==> config.mk <==
export PLATFORM = sky130hd
export DESIGN_NAME = i2c_bus_clear
export DESIGN_NICKNAME = d
export VERILOG_FILES = /design/src/rtl/i2c_bus_clear.sv
export SDC_FILE = /design/constraint.sdc
export NUM_CORES = 1
export LEC_CHECK = 0
export ABC_AREA = 1
export BUFFER_PORTS_ARGS = -buffer_cell sky130_fd_sc_hd__buf_2
export CORE_ASPECT_RATIO = 1.2
export CORE_MARGIN = 2
export CORE_UTILIZATION = 61
export DETAILED_ROUTE_END_ITERATION = 8
export PLACE_DENSITY_LB_ADDON = 0.15
export REMOVE_ABC_BUFFERS = 1
export SETUP_SLACK_MARGIN = 0.3
export SLEW_MARGIN = 20
export SYNTH_ARGS = -nofsm -noshare
export SYNTH_HDL_FRONTEND = slang
export SYNTH_SLANG_ARGS = --single-unit
==> constraint.sdc <==
create_clock -name clk -period 2.4 [get_ports clk]
set_clock_uncertainty 0.15 [all_clocks]
set_input_delay 0.36 -clock clk [delete_from_list [all_inputs] [get_ports clk]]
set_output_delay 0.36 -clock clk [all_outputs]
set_load 0.05 [all_outputs]
==> src/rtl/i2c_bus_clear.sv <==
module i2c_bus_clear #(
  parameter int PULSE_COUNT   = 9,
  parameter int LOW_TICKS     = 50,
  parameter int HIGH_TICKS    = 50,
  parameter int TIMEOUT_TICKS = 200000
) (
  input  logic clk,
  input  logic rst_n,
  input  logic tick,
  input  logic start,
  input  logic scl_in,
  input  logic sda_in,
  output logic scl_drive_low,
  output logic done,
  output logic err_busy,
  output logic last_scl,
  output logic last_sda
);

  localparam int MAXA = (LOW_TICKS > HIGH_TICKS) ? LOW_TICKS : HIGH_TICKS;
  localparam int MAXT = (MAXA > TIMEOUT_TICKS) ? MAXA : TIMEOUT_TICKS;
  localparam int TW   = $clog2(MAXT + 1);
  localparam int PW   = $clog2(PULSE_COUNT + 1);

  typedef enum logic [1:0] {S_IDLE, S_LOW, S_HIGH, S_POLL} state_t;

  state_t        state;
  logic [TW-1:0] tcnt;
  logic [PW-1:0] pcnt;
  logic [1:0]    scl_q, sda_q;
  logic          scl_s, sda_s, lines_high;

  always_ff @(posedge clk or negedge rst_n) begin
    if (!rst_n) begin
      scl_q <= 2'b11;
      sda_q <= 2'b11;
    end else begin
      scl_q <= {scl_q[0], scl_in};
      sda_q <= {sda_q[0], sda_in};
    end
  end

  assign scl_s         = scl_q[1];
  assign sda_s         = sda_q[1];
  assign lines_high    = scl_s & sda_s;
  assign scl_drive_low = (state == S_LOW);

  always_ff @(posedge clk or negedge rst_n) begin
    if (!rst_n) begin
      state    <= S_IDLE;
      tcnt     <= '0;
      pcnt     <= '0;
      done     <= 1'b0;
      err_busy <= 1'b0;
      last_scl <= 1'b1;
      last_sda <= 1'b1;
    end else begin
      done <= 1'b0;
      case (state)
        S_IDLE: begin
          if (start) begin
            tcnt <= '0;
            pcnt <= '0;
            if (lines_high) begin
              done     <= 1'b1;
              err_busy <= 1'b0;
              last_scl <= 1'b1;
              last_sda <= 1'b1;
            end else begin
              state <= S_LOW;
            end
          end
        end
        S_LOW: begin
          if (tick) begin
            if (tcnt == TW'(LOW_TICKS - 1)) begin
              tcnt  <= '0;
              state <= S_HIGH;
            end else begin
              tcnt <= tcnt + 1'b1;
            end
          end
        end
        S_HIGH: begin
          if (tick) begin
            if (tcnt == TW'(HIGH_TICKS - 1)) begin
              tcnt <= '0;
              if (pcnt == PW'(PULSE_COUNT - 1)) begin
                state <= S_POLL;
              end else begin
                pcnt  <= pcnt + 1'b1;
                state <= S_LOW;
              end
            end else begin
              tcnt <= tcnt + 1'b1;
            end
          end
        end
        default: begin
          if (lines_high) begin
            done     <= 1'b1;
            err_busy <= 1'b0;
            last_scl <= 1'b1;
            last_sda <= 1'b1;
            state    <= S_IDLE;
          end else if (tick) begin
            if (tcnt == TW'(TIMEOUT_TICKS - 1)) begin
              done     <= 1'b1;
              err_busy <= 1'b1;
              last_scl <= scl_s;
              last_sda <= sda_s;
              state    <= S_IDLE;
            end else begin
              tcnt <= tcnt + 1'b1;
            end
          end
        end
      endcase
    end
  end

  a_r8_done_single: assert property (@(posedge clk) disable iff (!rst_n)
    done |=> !done);

  a_r8_result_held: assert property (@(posedge clk) disable iff (!rst_n)
    !done |-> ($stable(err_busy) && $stable(last_scl) && $stable(last_sda)));

  a_r2_pulse_bound: assert property (@(posedge clk) disable iff (!rst_n)
    pcnt < PW'(PULSE_COUNT));

  a_r3_low_window: assert property (@(posedge clk) disable iff (!rst_n)
    (state == S_LOW) |-> (tcnt < TW'(LOW_TICKS)));

  a_r6_no_drive_at_done: assert property (@(posedge clk) disable iff (!rst_n)
    done |-> !scl_drive_low);

  a_r7_start_ignored: assert property (@(posedge clk) disable iff (!rst_n)
    (scl_drive_low && start) |=> (state == S_LOW || state == S_HIGH));

endmodule

# Word-level counts from Yosys, hierarchy flattened

Cells that the tools add are included.

Equality and inequality tests: 16
Mux-type cells: 45
Add/sub/neg operators: 2
Reductions and logical operators: 12
Bitwise gates (word level): 2

Operators by type and width:

| kind                                                                    | count |
|---|---|
| 18-bit two-way mux                                                      | 6 |
| 18-bit one-hot mux with 2 select lines                                  | 1 |
| 2-bit two-way mux                                                       | 10 |
| 18-bit by 1-bit adder with 18-bit output, second input constant         | 1 |
| 18-bit equality test, second input constant                             | 1 |
| 18-bit by 6-bit equality test with 1-bit output, second input constant  | 1 |
| 1-bit two-way mux                                                       | 18 |
| 4-bit two-way mux                                                       | 4 |
| 5-bit AND reduction                                                     | 3 |
| 2-bit inequality test, second input constant                            | 7 |
| 1-bit one-hot mux with 2 select lines                                   | 4 |
| 4-bit one-hot mux with 2 select lines                                   | 1 |
| 8-bit AND reduction                                                     | 1 |
| 2-bit nonzero test                                                      | 4 |
| 3-bit by 2-bit inequality test with 1-bit output, second input constant | 2 |
| 2-bit one-hot mux with 3 select lines                                   | 1 |
| 5-bit nonzero test                                                      | 1 |
| 4-bit by 1-bit adder with 4-bit output, second input constant           | 1 |
| 4-bit equality test, second input constant                              | 1 |
| 2-bit by 1-bit inequality test with 1-bit output, second input constant | 2 |
| 3-bit nonzero test                                                      | 1 |
| 2-bit by 1-bit equality test with 1-bit output, second input constant   | 1 |
| 2-bit equality test, second input constant                              | 1 |
| 2-bit logical NOT                                                       | 1 |
| 3 further kinds                                                         | 3 |

Flip-flop bits (word level): 32
Logic and storage cells: 86

# Depth between registers and ports, before layout

Depth after elaboration: 5
Depth in mapped cells: 12
Depth with buffers taken out: 11

# Worst setup path after synthesis

Ideal clock, no wire load.

Kind: register to register
Start: register state[0]
End: register tcnt[10]
Stages on the path, launching flop included: 11
Period minus slack after synthesis: 1.871 ns
Setup time: 0.117 ns
Path buffers: 2
Arrival: 1.604 ns
Setup slack: 0.529 ns
Cell sequence: dfrtp_1 > inv_1 > ha_1 > buf_2 > inv_1 > or2_2 > nand3_4 > nand2_4 > buf_6 > nand2_1 > nand2_1

Longest elaborated chain between the ends: 4

RTL lines:

| what                                                                                                                                  | line | source |
|---|---|---|
| start, declared                                                                                                                       | 27   | `state_t state;` |
| start signal, assigned                                                                                                                | 50   | `state <= S_IDLE;` |
| start signal, assigned                                                                                                                | 70   | `state <= S_LOW;` |
| start signal, assigned                                                                                                                | 78   | `state <= S_HIGH;` |
| 2-bit by 1-bit equality test with 1-bit output / 2-bit equality test (equally long branches)                                          | 59   | `case (state)` |
| 2-bit OR reduction (no line)                                                                                                          | --   |  |
| 3-bit by 2-bit inequality test with 1-bit output (no line) / 2-bit by 1-bit inequality test with 1-bit output (equally long branches) | --   |  |
| 5-bit AND reduction (no line)                                                                                                         | --   |  |
| end signal, assigned                                                                                                                  | 80   | `tcnt <= tcnt + 1'b1;` |
| end signal, assigned                                                                                                                  | 95   | `tcnt <= tcnt + 1'b1;` |
| end signal, assigned                                                                                                                  | 114  | `tcnt <= tcnt + 1'b1;` |
| end, declared                                                                                                                         | 28   | `logic [TW-1:0] tcnt;` |

Several ways; a longest one is shown, not always the timed one.
A chain may end at the register's enable or synchronous reset.

# Worst setup path in the final report

Start: register state[1]
End: register tcnt[1]

Same word-level chain as after synthesis.

==> run_results.csv <==
group,metric,value,unit
outcome,status,"finished with violations",
outcome,violations,"design-rule violations",
drt,drc,4,
clocking,h-tree-depth,2,
pwr,internal_power,0.00127,W
global_route,grt_overflow,0,
job,max_cap_violations,0,
sta,worst_slew_pin_slew,0.715,ns
global_route,antenna_found_initial,0,
global_route,use_met2,0.452,
drt,vias,2084,
sta,rsz0062_at_grt,"no",
floorplanning,io_pins,11,
synth,synthCells,321,
synth,yosysSeqAreaShare,0.365,
worst_setup_path,crit_start,"state[1]$_DFFE_PN0P_",
global_route,grt_pass1_wl,8570,µm
clocking,cts.sinks,32,
pwr,p_comb_frac,0.464,
final_layout,area_delta_synth_final,10.9,%
synth,syn_area,2210,µm²
clocking,root_buffer,"clkbuf_8",
clocking,cts_buffer_depth,2,
global_route,grt_start_max_net_pins,33,
pwr,p_leak,1.18,nW
sta,slew_violations,0,
clocking,cts_tree,"yes",
global_route,busiest_layer,"met2",
synth,synth_area_per_cell,6.90,µm²
sta,setup_viol,0,
final_layout,final_common_cell,"nand2_1",
drt,drt-initial-drc-count,96,
drt,wl_per_cell,13.3,µm
sta,post-route-min-period,1.97,ns
final_layout,layout.nets,350,
global_route,grt_use_total,0.268,
floorplanning,fp-row-count,23,
pwr,p_seq_frac,0.307,
drt,ant_nets,0,
synth,synthArstFlopShare,1.00,
final_layout,layout_common_cells,"106 x nand2_1, 39 x nor2_1, 35 x nand3_1",
floorplanning,dieHeight,70.0,µm
clocking,clk-insertion-delay-late,0.29,ns
worst_setup_path,ff2ff_setup_slack,0.43,ns
placed_design,dpl.hpwl,3630,µm
worst_setup_path,arrival,2.04,ns
sta,max_slew_margin,0.523,
pwr,p_switching,0.000987,W
worst_hold_path,hold_start,"scl_in",
final_layout,drive_gt1_frac,0.134,
final_layout,diodes,0,
synth,yosys.area.top_type,"dfrtp_1",
floorplanning,die_x,59.0,µm
worst_setup_path,r2r-start,"state[1]$_DFFE_PN0P_",
synth,ys_ff_latch,32,
pwr,pwr_density_cell,919,nW/µm²
worst_setup_path,end_kind,"register",
pwr,clkPwrFrac,0.228,
floorplanning,design.core.area,3400,µm²
sta,max_freq,508,MHz
placed_design,port_buffers,10,
pwr,switching_share,0.438,
sta,final_hold_viol_count,0,
clocking,cts_buffers,5,
worst_hold_path,hold_class,"in -> reg",
synth,synth_area_leaders,"dfrtp_1 29%, nand2_1 18%, nand3_1 7.9%",
worst_setup_path,path_max_fanout,11,
global_route,met3_usage,0.0500,
synth,synth_edf_count,0,
worst_setup_path,worstSetupPathType,"reg -> reg",
floorplanning,die_area,4130,µm²
worst_setup_path,cp-start-kind,"register",
pwr,peakVddDrop,0.000554,V
placed_design,globalplace.congestion,0.919,
clocking,cts.clk_slew.worst_paths,0.07,ns
global_route,grt_pass1_vias,1951,
drt,drt_wl_total,4970,µm
worst_setup_path,required,2.47,ns
final_layout,fin_util,0.723,
sta,tns,0,ns
drt,first_pass_iters,7,
floorplanning,initial_core_util,0.652,
global_route,use_met1,0.331,
sta,post-route-period-util,0.820,
synth,synthFlopType,"dfrtp_1",
synth,yosys.cell_types.count,31,
drt,viasPerCell,5.57,
synth,yosys.area.top_type_share,0.294,
synth,yosysWarnings,0,
-- worst max-delay path: stages, from the launching register on --
cell     delay, ns
dfrtp_1       0.42
inv_1         0.17
ha_4          0.21
inv_1         0.07
or2_2         0.33
nand3_4       0.17
buf_4         0.20
nand3_1       0.09
nand2_1       0.09
-- state kept, by name, indices dropped and copies added, names as in the netlist --
name,flops
done,1
err_busy,1
last_scl,1
last_sda,1
pcnt,4
scl_q,2
sda_q,2
state,2
tcnt,18
-- timing repair --
action | 4_1_cts | 5_1_grt
gates resized for setup | 1 | 5
pin swaps | 0 | 1
hold buffers | 1 | 0
endpoints found under the hold margin | 16 | 0
endpoints found under the setup margin | 8 | 24
buffers inserted | 0 | 2
-- path summary, 6_finish.rpt --
kind	depth (start not counted)	to
min in group asynchronous	2	err_busy$_DFFE_PN0P_
max in group asynchronous	2	tcnt[0]$_DFFE_PN0P_
setup / recovery	8	tcnt[1]$_DFFE_PN0P_
hold / removal	1	scl_q[0]$_DFF_PN1_
setup reg to reg	8	tcnt[1]$_DFFE_PN0P_
hold reg to reg	0	scl_q[1]$_DFF_PN1_
-- through the flow --
step           hold slack, ns  area [µm²]  setup slack (ns)  power [W]  instances
2_1_floorplan         -0.0856        2170             0.414    0.00139        313
3_3_place_gp            0.197        2290             0.364    0.00164        363
3_5_place_dp            0.199        2290             0.298    0.00166        363
4_1_cts                0.0107        2410             0.364    0.00218        372
5_1_grt               0.00702        2450             0.310    0.00241        374
6_report               0.0169        2450             0.433    0.00226        374
-- cells in the mapped netlist (3+ instances only) --
cell / count
xnor2_1: 3
a21oi_1: 14
or2_2: 4
nor2_1: 39
o21ai_0: 6
nand2_2: 3
dfrtp_1: 26
nand3_2: 3
ha_1: 8
dfstp_2: 6
nand3_1: 35
xor2_1: 7
nor3_1: 3
clkbuf_1: 4
nand4_1: 11
nand2_1: 106
inv_1: 27
-- layout make-up --
cell class              count  area, µm²
multi-input cells         252       1280
fillers                   293        942
well taps                  37       46.3
clock inverters             2       35.0
flip-flops and latches     32        810
clock buffers               6       72.6
repair buffers             16       97.6
inverters                  29        109
-- layer usage --
layer  share of wire  vias up
met5               0        -
met4           0.024        0
met3           0.031       10
met2            0.51       36
met1            0.44      973
li1                -     1065
-- power by group through the flow --
stage / Clock, W / Combinational [W] / Sequential [W]
final: 0.000515 / 0.00105 / 0.000693
after global routing: 0.000542 / 0.00116 / 0.000702
after CTS: 0.000523 / 0.000957 / 0.000703
after detailed placement: 0 / 0.000949 / 0.000712
after global placement: 0 / 0.000931 / 0.000705
after floorplan: 0 / 0.000602 / 0.000792
-- logic make-up (layout without fill, tap and decap cells) --
logic type | Yosys count | count (layout) | synth area share
xor+xnor | 10 | 10 | 0.0396
simple gates | 209 | 209 | 0.419
flops | 32 | 32 | 0.365
fa+ha+maj | 8 | 8 | 0.0452
compound gates | 25 | 25 | 0.0622
buf+inv | 37 | 53 | 0.0690
Note: power is estimated with default switching activity, not from simulation.
